File: config.mk
export PLATFORM = sky130hd
export DESIGN_NAME = alloc_pingpong_arb
export DESIGN_NICKNAME = d
export VERILOG_FILES = /design/src/rtl/alloc_arb_pkg.sv /design/src/rtl/thread_mode_fsm.sv /design/src/rtl/alloc_eligibility.sv /design/src/rtl/pingpong_pick.sv /design/src/rtl/partition_limit.sv /design/src/rtl/alloc_pingpong_arb.sv
export SDC_FILE = /design/constraint.sdc
export NUM_CORES = 1
export LEC_CHECK = 0
export BUFFER_PORTS_ARGS = -buffer_cell sky130_fd_sc_hd__buf_2
export CAP_MARGIN = 20
export CORE_AREA = 2 2 39 41
export DETAILED_ROUTE_END_ITERATION = 10
export DIE_AREA = 0 0 41 43
export GPL_TIMING_DRIVEN = 1
export PLACE_DENSITY_LB_ADDON = 0.1
export SLEW_MARGIN = 20
export SYNTH_ARGS = -nofsm -noshare
export SYNTH_HDL_FRONTEND = slang
export SYNTH_SLANG_ARGS = --single-unit
File: constraint.sdc
create_clock -name clk -period 4.1 [get_ports clk]
set_input_delay 1.025 -clock clk [delete_from_list [all_inputs] [get_ports clk]]
set_output_delay 1.025 -clock clk [all_outputs]
set_load 0.02 [all_outputs]
File: src/rtl/alloc_arb_pkg.sv
// Package: shared types and helpers for the two-thread allocation arbiter.
// Assumes exactly two hardware threads; the mode encoding is visible at
// the top-level ports, so it must not be reordered.
package alloc_arb_pkg;

    localparam int NUM_THREADS = 2;

    typedef enum logic [1:0] {
        MODE_BOTH  = 2'b00,
        MODE_ONLY0 = 2'b01,
        MODE_ONLY1 = 2'b10,
        MODE_SLEEP = 2'b11
    } thr_mode_e;

    // Map a running-thread vector (bit i = thread i runs) to a mode.
    function automatic thr_mode_e run_to_mode(input logic [NUM_THREADS-1:0] run);
        thr_mode_e m;
        case (run)
            2'b11:   m = MODE_BOTH;
            2'b01:   m = MODE_ONLY0;
            2'b10:   m = MODE_ONLY1;
            default: m = MODE_SLEEP;
        endcase
        return m;
    endfunction

    // Map a mode back to its running-thread vector.
    function automatic logic [NUM_THREADS-1:0] mode_to_run(input thr_mode_e m);
        logic [NUM_THREADS-1:0] r;
        case (m)
            MODE_BOTH:  r = 2'b11;
            MODE_ONLY0: r = 2'b01;
            MODE_ONLY1: r = 2'b10;
            default:    r = 2'b00;
        endcase
        return r;
    endfunction

endpackage

File: src/rtl/thread_mode_fsm.sv
// Thread-mode state machine.
// Tracks which threads run. A running thread stops on its halt event and a
// stopped thread restarts on its interrupt; the other event is ignored for
// each thread. The mode register changes on the edge after the event.
// Assumes halt and interrupt events are single-cycle pulses.
module thread_mode_fsm
    import alloc_arb_pkg::*;
#(
    parameter int THREADS = NUM_THREADS
) (
    input  logic               clk,
    input  logic               rst_n,
    input  logic [THREADS-1:0] halt_evt,
    input  logic [THREADS-1:0] intr_evt,
    output thr_mode_e          mode,
    output logic [THREADS-1:0] running
);

    thr_mode_e          mode_q;
    logic [THREADS-1:0] run_next;

    assign running = mode_to_run(mode_q);
    assign mode    = mode_q;

    // Per-thread next running state: halt stops a runner, interrupt wakes a sleeper.
    for (genvar t = 0; t < THREADS; t++) begin : g_thr_next
        always_comb begin
            if (running[t]) begin
                run_next[t] = ~halt_evt[t];
            end else begin
                run_next[t] = intr_evt[t];
            end
        end
    end

    // Mode register: both threads running out of reset.
    always_ff @(posedge clk) begin
        if (!rst_n) begin
            mode_q <= MODE_BOTH;
        end else begin
            mode_q <= run_to_mode(run_next);
        end
    end

endmodule

File: src/rtl/alloc_eligibility.sv
// Per-thread allocation eligibility.
// A thread is eligible when it runs, has queued micro-ops, and neither of its
// back-end partitions is full. Purely combinational.
module alloc_eligibility #(
    parameter int THREADS = 2
) (
    input  logic [THREADS-1:0] running,
    input  logic [THREADS-1:0] uq_nonempty,
    input  logic [THREADS-1:0] rob_full,
    input  logic [THREADS-1:0] rs_full,
    output logic [THREADS-1:0] eligible
);

    // One eligibility term per thread.
    for (genvar t = 0; t < THREADS; t++) begin : g_elig
        always_comb begin
            eligible[t] = running[t] & uq_nonempty[t] & ~rob_full[t] & ~rs_full[t];
        end
    end

endmodule

File: src/rtl/pingpong_pick.sv
// Two-way ping-pong picker.
// Grants the token holder when both requesters are eligible, else the lone
// eligible one. The token passes to the other thread after each grant and
// holds still on idle cycles. Token starts at thread 0.
module pingpong_pick (
    input  logic       clk,
    input  logic       rst_n,
    input  logic [1:0] eligible,
    output logic [1:0] grant
);

    logic turn_q;   // thread index that wins a tie

    // Grant selection: tie goes to the token holder.
    always_comb begin
        case (eligible)
            2'b11:   grant = turn_q ? 2'b10 : 2'b01;
            2'b01:   grant = 2'b01;
            2'b10:   grant = 2'b10;
            default: grant = 2'b00;
        endcase
    end

    // Token register: moves to the thread that was not just served.
    always_ff @(posedge clk) begin
        if (!rst_n) begin
            turn_q <= 1'b0;
        end else if (grant[0]) begin
            turn_q <= 1'b1;
        end else if (grant[1]) begin
            turn_q <= 1'b0;
        end
    end

endmodule

File: src/rtl/partition_limit.sv
// Partition limit generator for one shared buffer.
// Splits TOTAL entries between the threads from the current mode: a half
// each when both run (thread 1 takes the odd entry), everything for a lone
// runner, nothing for a halted thread.
module partition_limit
    import alloc_arb_pkg::*;
#(
    parameter int TOTAL = 128,
    parameter int W     = $clog2(TOTAL + 1)
) (
    input  thr_mode_e     mode,
    output logic [W-1:0]  limit_t0,
    output logic [W-1:0]  limit_t1
);

    localparam logic [W-1:0] FULL    = W'(TOTAL);
    localparam logic [W-1:0] HALF_LO = W'(TOTAL / 2);
    localparam logic [W-1:0] HALF_HI = W'(TOTAL - TOTAL / 2);

    // Limit selection by mode.
    always_comb begin
        case (mode)
            MODE_BOTH: begin
                limit_t0 = HALF_LO;
                limit_t1 = HALF_HI;
            end
            MODE_ONLY0: begin
                limit_t0 = FULL;
                limit_t1 = '0;
            end
            MODE_ONLY1: begin
                limit_t0 = '0;
                limit_t1 = FULL;
            end
            default: begin
                limit_t0 = '0;
                limit_t1 = '0;
            end
        endcase
    end

endmodule

File: src/rtl/alloc_pingpong_arb.sv
// Two-thread allocation arbiter, top level.
// Combines the thread-mode machine, per-thread eligibility, the ping-pong
// picker and two partition limit generators (reorder buffer and reservation
// station). Grant is same-cycle; mode and limits follow events by one edge.
module alloc_pingpong_arb
    import alloc_arb_pkg::*;
#(
    parameter int ROB_TOTAL = 128,
    parameter int RS_TOTAL  = 54,
    localparam int ROB_W    = $clog2(ROB_TOTAL + 1),
    localparam int RS_W     = $clog2(RS_TOTAL + 1)
) (
    input  logic             clk,
    input  logic             rst_n,
    input  logic [1:0]       uq_nonempty,
    input  logic [1:0]       rob_full,
    input  logic [1:0]       rs_full,
    input  logic [1:0]       halt_evt,
    input  logic [1:0]       intr_evt,
    output logic [1:0]       grant,
    output logic [1:0]       mode,
    output logic [ROB_W-1:0] rob_limit_t0,
    output logic [ROB_W-1:0] rob_limit_t1,
    output logic [RS_W-1:0]  rs_limit_t0,
    output logic [RS_W-1:0]  rs_limit_t1
);

    thr_mode_e  cur_mode;
    logic [1:0] running;
    logic [1:0] eligible;

    thread_mode_fsm #(.THREADS(2)) u_mode (
        .clk      (clk),
        .rst_n    (rst_n),
        .halt_evt (halt_evt),
        .intr_evt (intr_evt),
        .mode     (cur_mode),
        .running  (running)
    );

    alloc_eligibility #(.THREADS(2)) u_elig (
        .running     (running),
        .uq_nonempty (uq_nonempty),
        .rob_full    (rob_full),
        .rs_full     (rs_full),
        .eligible    (eligible)
    );

    pingpong_pick u_pick (
        .clk      (clk),
        .rst_n    (rst_n),
        .eligible (eligible),
        .grant    (grant)
    );

    partition_limit #(.TOTAL(ROB_TOTAL), .W(ROB_W)) u_rob_lim (
        .mode     (cur_mode),
        .limit_t0 (rob_limit_t0),
        .limit_t1 (rob_limit_t1)
    );

    partition_limit #(.TOTAL(RS_TOTAL), .W(RS_W)) u_rs_lim (
        .mode     (cur_mode),
        .limit_t0 (rs_limit_t0),
        .limit_t1 (rs_limit_t1)
    );

    assign mode = cur_mode;

endmodule

==> flow_summary_export.csv <==
group,metric,value,unit
outcome,outcome,"finished clean",
die,die-area,0.001763,mm^2
critical_path,timing_worst_setup_path_type,"in2out",
flow_run,max-cap-violations,0,
clock_network,htree_levels,1,
synthesis,synthCells,44,
synthesis,yosys_warnings,0,
global_route,antenna_found_initial,0,
finish,layout-drive-gt1-share,0.5224,
timing,finalHoldViolations,0,
critical_path,rr_worst_depth,2,
timing,fin_crit,3.011,ns
placed_design,place_congestion,0.6553,
timing,tns,0,ns
die,core.rowCount,14,
clock_network,clk_path_buf_depth,2,
drt,routed_wl,645,um
drt,ant_nets,0,
critical_path,cp.required,3.07,ns
timing,maxSlewHeadroom,0.6719,
power,p_leak,0.0002513,uW
drt,vias,303,
die,die_h,43,um
finish,register_area,60.06,um^2
finish,multi_input_area,141.4,um^2
synthesis,synthSimpleGateAreaFrac,0.1765,
synthesis,synth_xor_area_frac,0,
critical_path,r2r_slack,3.02,ns
drt,wl_met2,308,um
drt,wirelength_met1,217,um
global_route,grt-ovfl-total,0,
power,peakVddDrop,0.1693,mV
drt,wire_per_inst,7.771,um
clock_network,cts_root_buf,"clkbuf_4",
clock_network,postCtsHoldBufs,0,
clock_network,numCtsBuffers,3,
clock_network,clkLatencyLatePin,0.23,ns
critical_path,r2r_end,"u_pick.turn_q$_SDFFE_PN0P_",
synthesis,synth-compound-area-share,0.1066,
die,ios,44,
drt,wl_met3,118,um
critical_path,cp_max_fo,3,
drt,drt_iter0_drc,1,
clock_network,tritoncts,"yes",
synthesis,synth_top_family_by_area,"buffers and inverters",
clock_network,post_cts_buffers,0,
power,powerDensity,357.6,mW/mm^2
global_route,grt_max_degree,8,
timing,finalClockSkew,0.001770,ns
timing,setup_violations,0,
critical_path,cp-endpoint,"grant[1]",
placed_design,place_ws,1.087,ns
global_route,grt_first_pass_wirelength,924,um
drt,drc_errors,0,
die,initial_core_util,0.2459,
critical_path,cp-startpoint,"rob_full[0]",
timing,worst_pin_slew,0.4853,ns
global_route,grt_pass1_vias,237,
synthesis,yosysSeqAreaShare,0.1765,
clock_network,cts_sinks,3,
critical_path,start_kind,"input port",
clock_network,post_cts_resized,0,
synthesis,synth_adder_area_share,0,
finish,n_fill_cell,163,
synthesis,syn-cell-area,340.3,um^2
placed_design,placed_area,384.1,um^2
critical_path,endpoint_kind,"primary output",
finish,n_antenna_cell,0,
timing,max_freq,332.2,MHz
synthesis,avgSynthCellArea,7.735,um^2
drt,vias_per_cell,3.651,
synthesis,synthMuxAreaShare,0,
global_route,grt_use_total,0.08451,
drt,first_pass_iters,2,
critical_path,worst_ep_arrival_time,1.99,ns
finish,stdcell_area,410.4,um^2
die,die_w,41,um
critical_path,worstReg2RegStart,"u_mode.mode[0]$_SDFF_PN0_",
timing,rsz0062_at_grt,"false",
drt,routed.top_layer,"met3",
min_path,hold_class,"reg2reg",
synthesis,synth_seq_cells,3,
clock_network,clk_pin_slew,0.04,ns
timing,slew_viol_final,0,
die,core_area,0.001384,mm^2
timing,period_share,0.7343,
placed_design,post-dp-hpwl,535.2,um
finish,area.growth.synth_to_final,20.59,%
synthesis,synth.distinct_cells,14,
placed_design,io_buffers,31,
finish,nets,80,
timing,fin_ws,1.089,ns
[through the flow]
| stage | total power, uW | util | hold WS, ns | std cells |
|---|---|---|---|---|
| floorplan | 96.27 | - | 0.4676 | 55 |
| global placement | 95.33 | 0.2776 | 0.5035 | 79 |
| detailed placement | 95.25 | 0.2776 | 0.4969 | 79 |
| CTS | 150.9 | 0.2966 | 0.5045 | 83 |
| global route | 160.7 | 0.2966 | 0.5142 | 83 |
| finish | 146.7 | 0.2966 | 0.5002 | 83 |
[synth_stat cells]
cell      instances  area share
or4b_4            1       0.040
nand2_1           2       0.022
buf_4            23        0.51
nor2_1            3       0.033
a21boi_0          1       0.022
nor4b_1           1       0.026
o211a_1           1       0.029
a21oi_1           1       0.015
inv_1             2       0.022
dfxtp_1           3        0.18
o21a_1            1       0.022
nand2b_1          3       0.055
conb_1            1       0.011
o22ai_1           1       0.018
[worst max-delay path: stages]
cell,delay [ns]
buf_2,0.10
or4b_4,0.53
o21a_1,0.18
buf_2,0.15
[worst min path at each step]
stage,from,endpoint,depth (start not counted)
after global routing,u_pick.turn_q$_SDFFE_PN0P_,u_pick.turn_q$_SDFFE_PN0P_,2
after detailed placement,u_pick.turn_q$_SDFFE_PN0P_,u_pick.turn_q$_SDFFE_PN0P_,2
after CTS,u_pick.turn_q$_SDFFE_PN0P_,u_pick.turn_q$_SDFFE_PN0P_,2
after global placement,u_pick.turn_q$_SDFFE_PN0P_,u_pick.turn_q$_SDFFE_PN0P_,2
final,u_pick.turn_q$_SDFFE_PN0P_,u_pick.turn_q$_SDFFE_PN0P_,2
after floorplan,u_pick.turn_q$_SDFFE_PN0P_,u_pick.turn_q$_SDFFE_PN0P_,2
[placed cells by master (no fill, tap or decap), drive strengths merged, types with 2 or more instances in the layout]
cell and n:
nor2 3, buf 31, conb 12, nand2b 3, nand2 2, clkbuf 4, inv 2, dfxtp 3
[routing by layer]
metal | global-route usage | vias up
li1 | - | 151
met2 | 0.1219 | 25
met5 | 0 | -
met4 | 0.04000 | 0
met1 | 0.07767 | 127
met3 | 0.07853 | 0
[registers in the layout (all words and copies together), names as in the netlist]
register / count
u_pick.turn_q: 1
u_mode.mode: 2
[layout make-up]
| cell class | count | share of cell area |
|---|---|---|
| well taps | 16 | 0.04878 |
| multi-input cells | 27 | 0.3445 |
| repair buffers | 31 | 0.3780 |
| clock buffers | 4 | 0.06402 |
| inverters | 2 | 0.01829 |
| flip-flops and latches | 3 | 0.1463 |
[where the power goes]
group | switching, uW | internal [uW]
sequential | 3.25 | 31.4
clock | 15.9 | 36.5
combinational | 41.5 | 18.2
total | 60.7 | 86.1
[cell families (layout without fill, tap and decap cells)]
| kind of cell | count (synthesis) | in the layout |
|---|---|---|
| AND/OR/NAND/NOR | 10 | 10 |
| other | 1 | 12 |
| AO/OA/AOI/OAI | 5 | 5 |
| flip-flops | 3 | 3 |
| buffers and inverters | 25 | 37 |
Power figures use the tool's default switching activity.
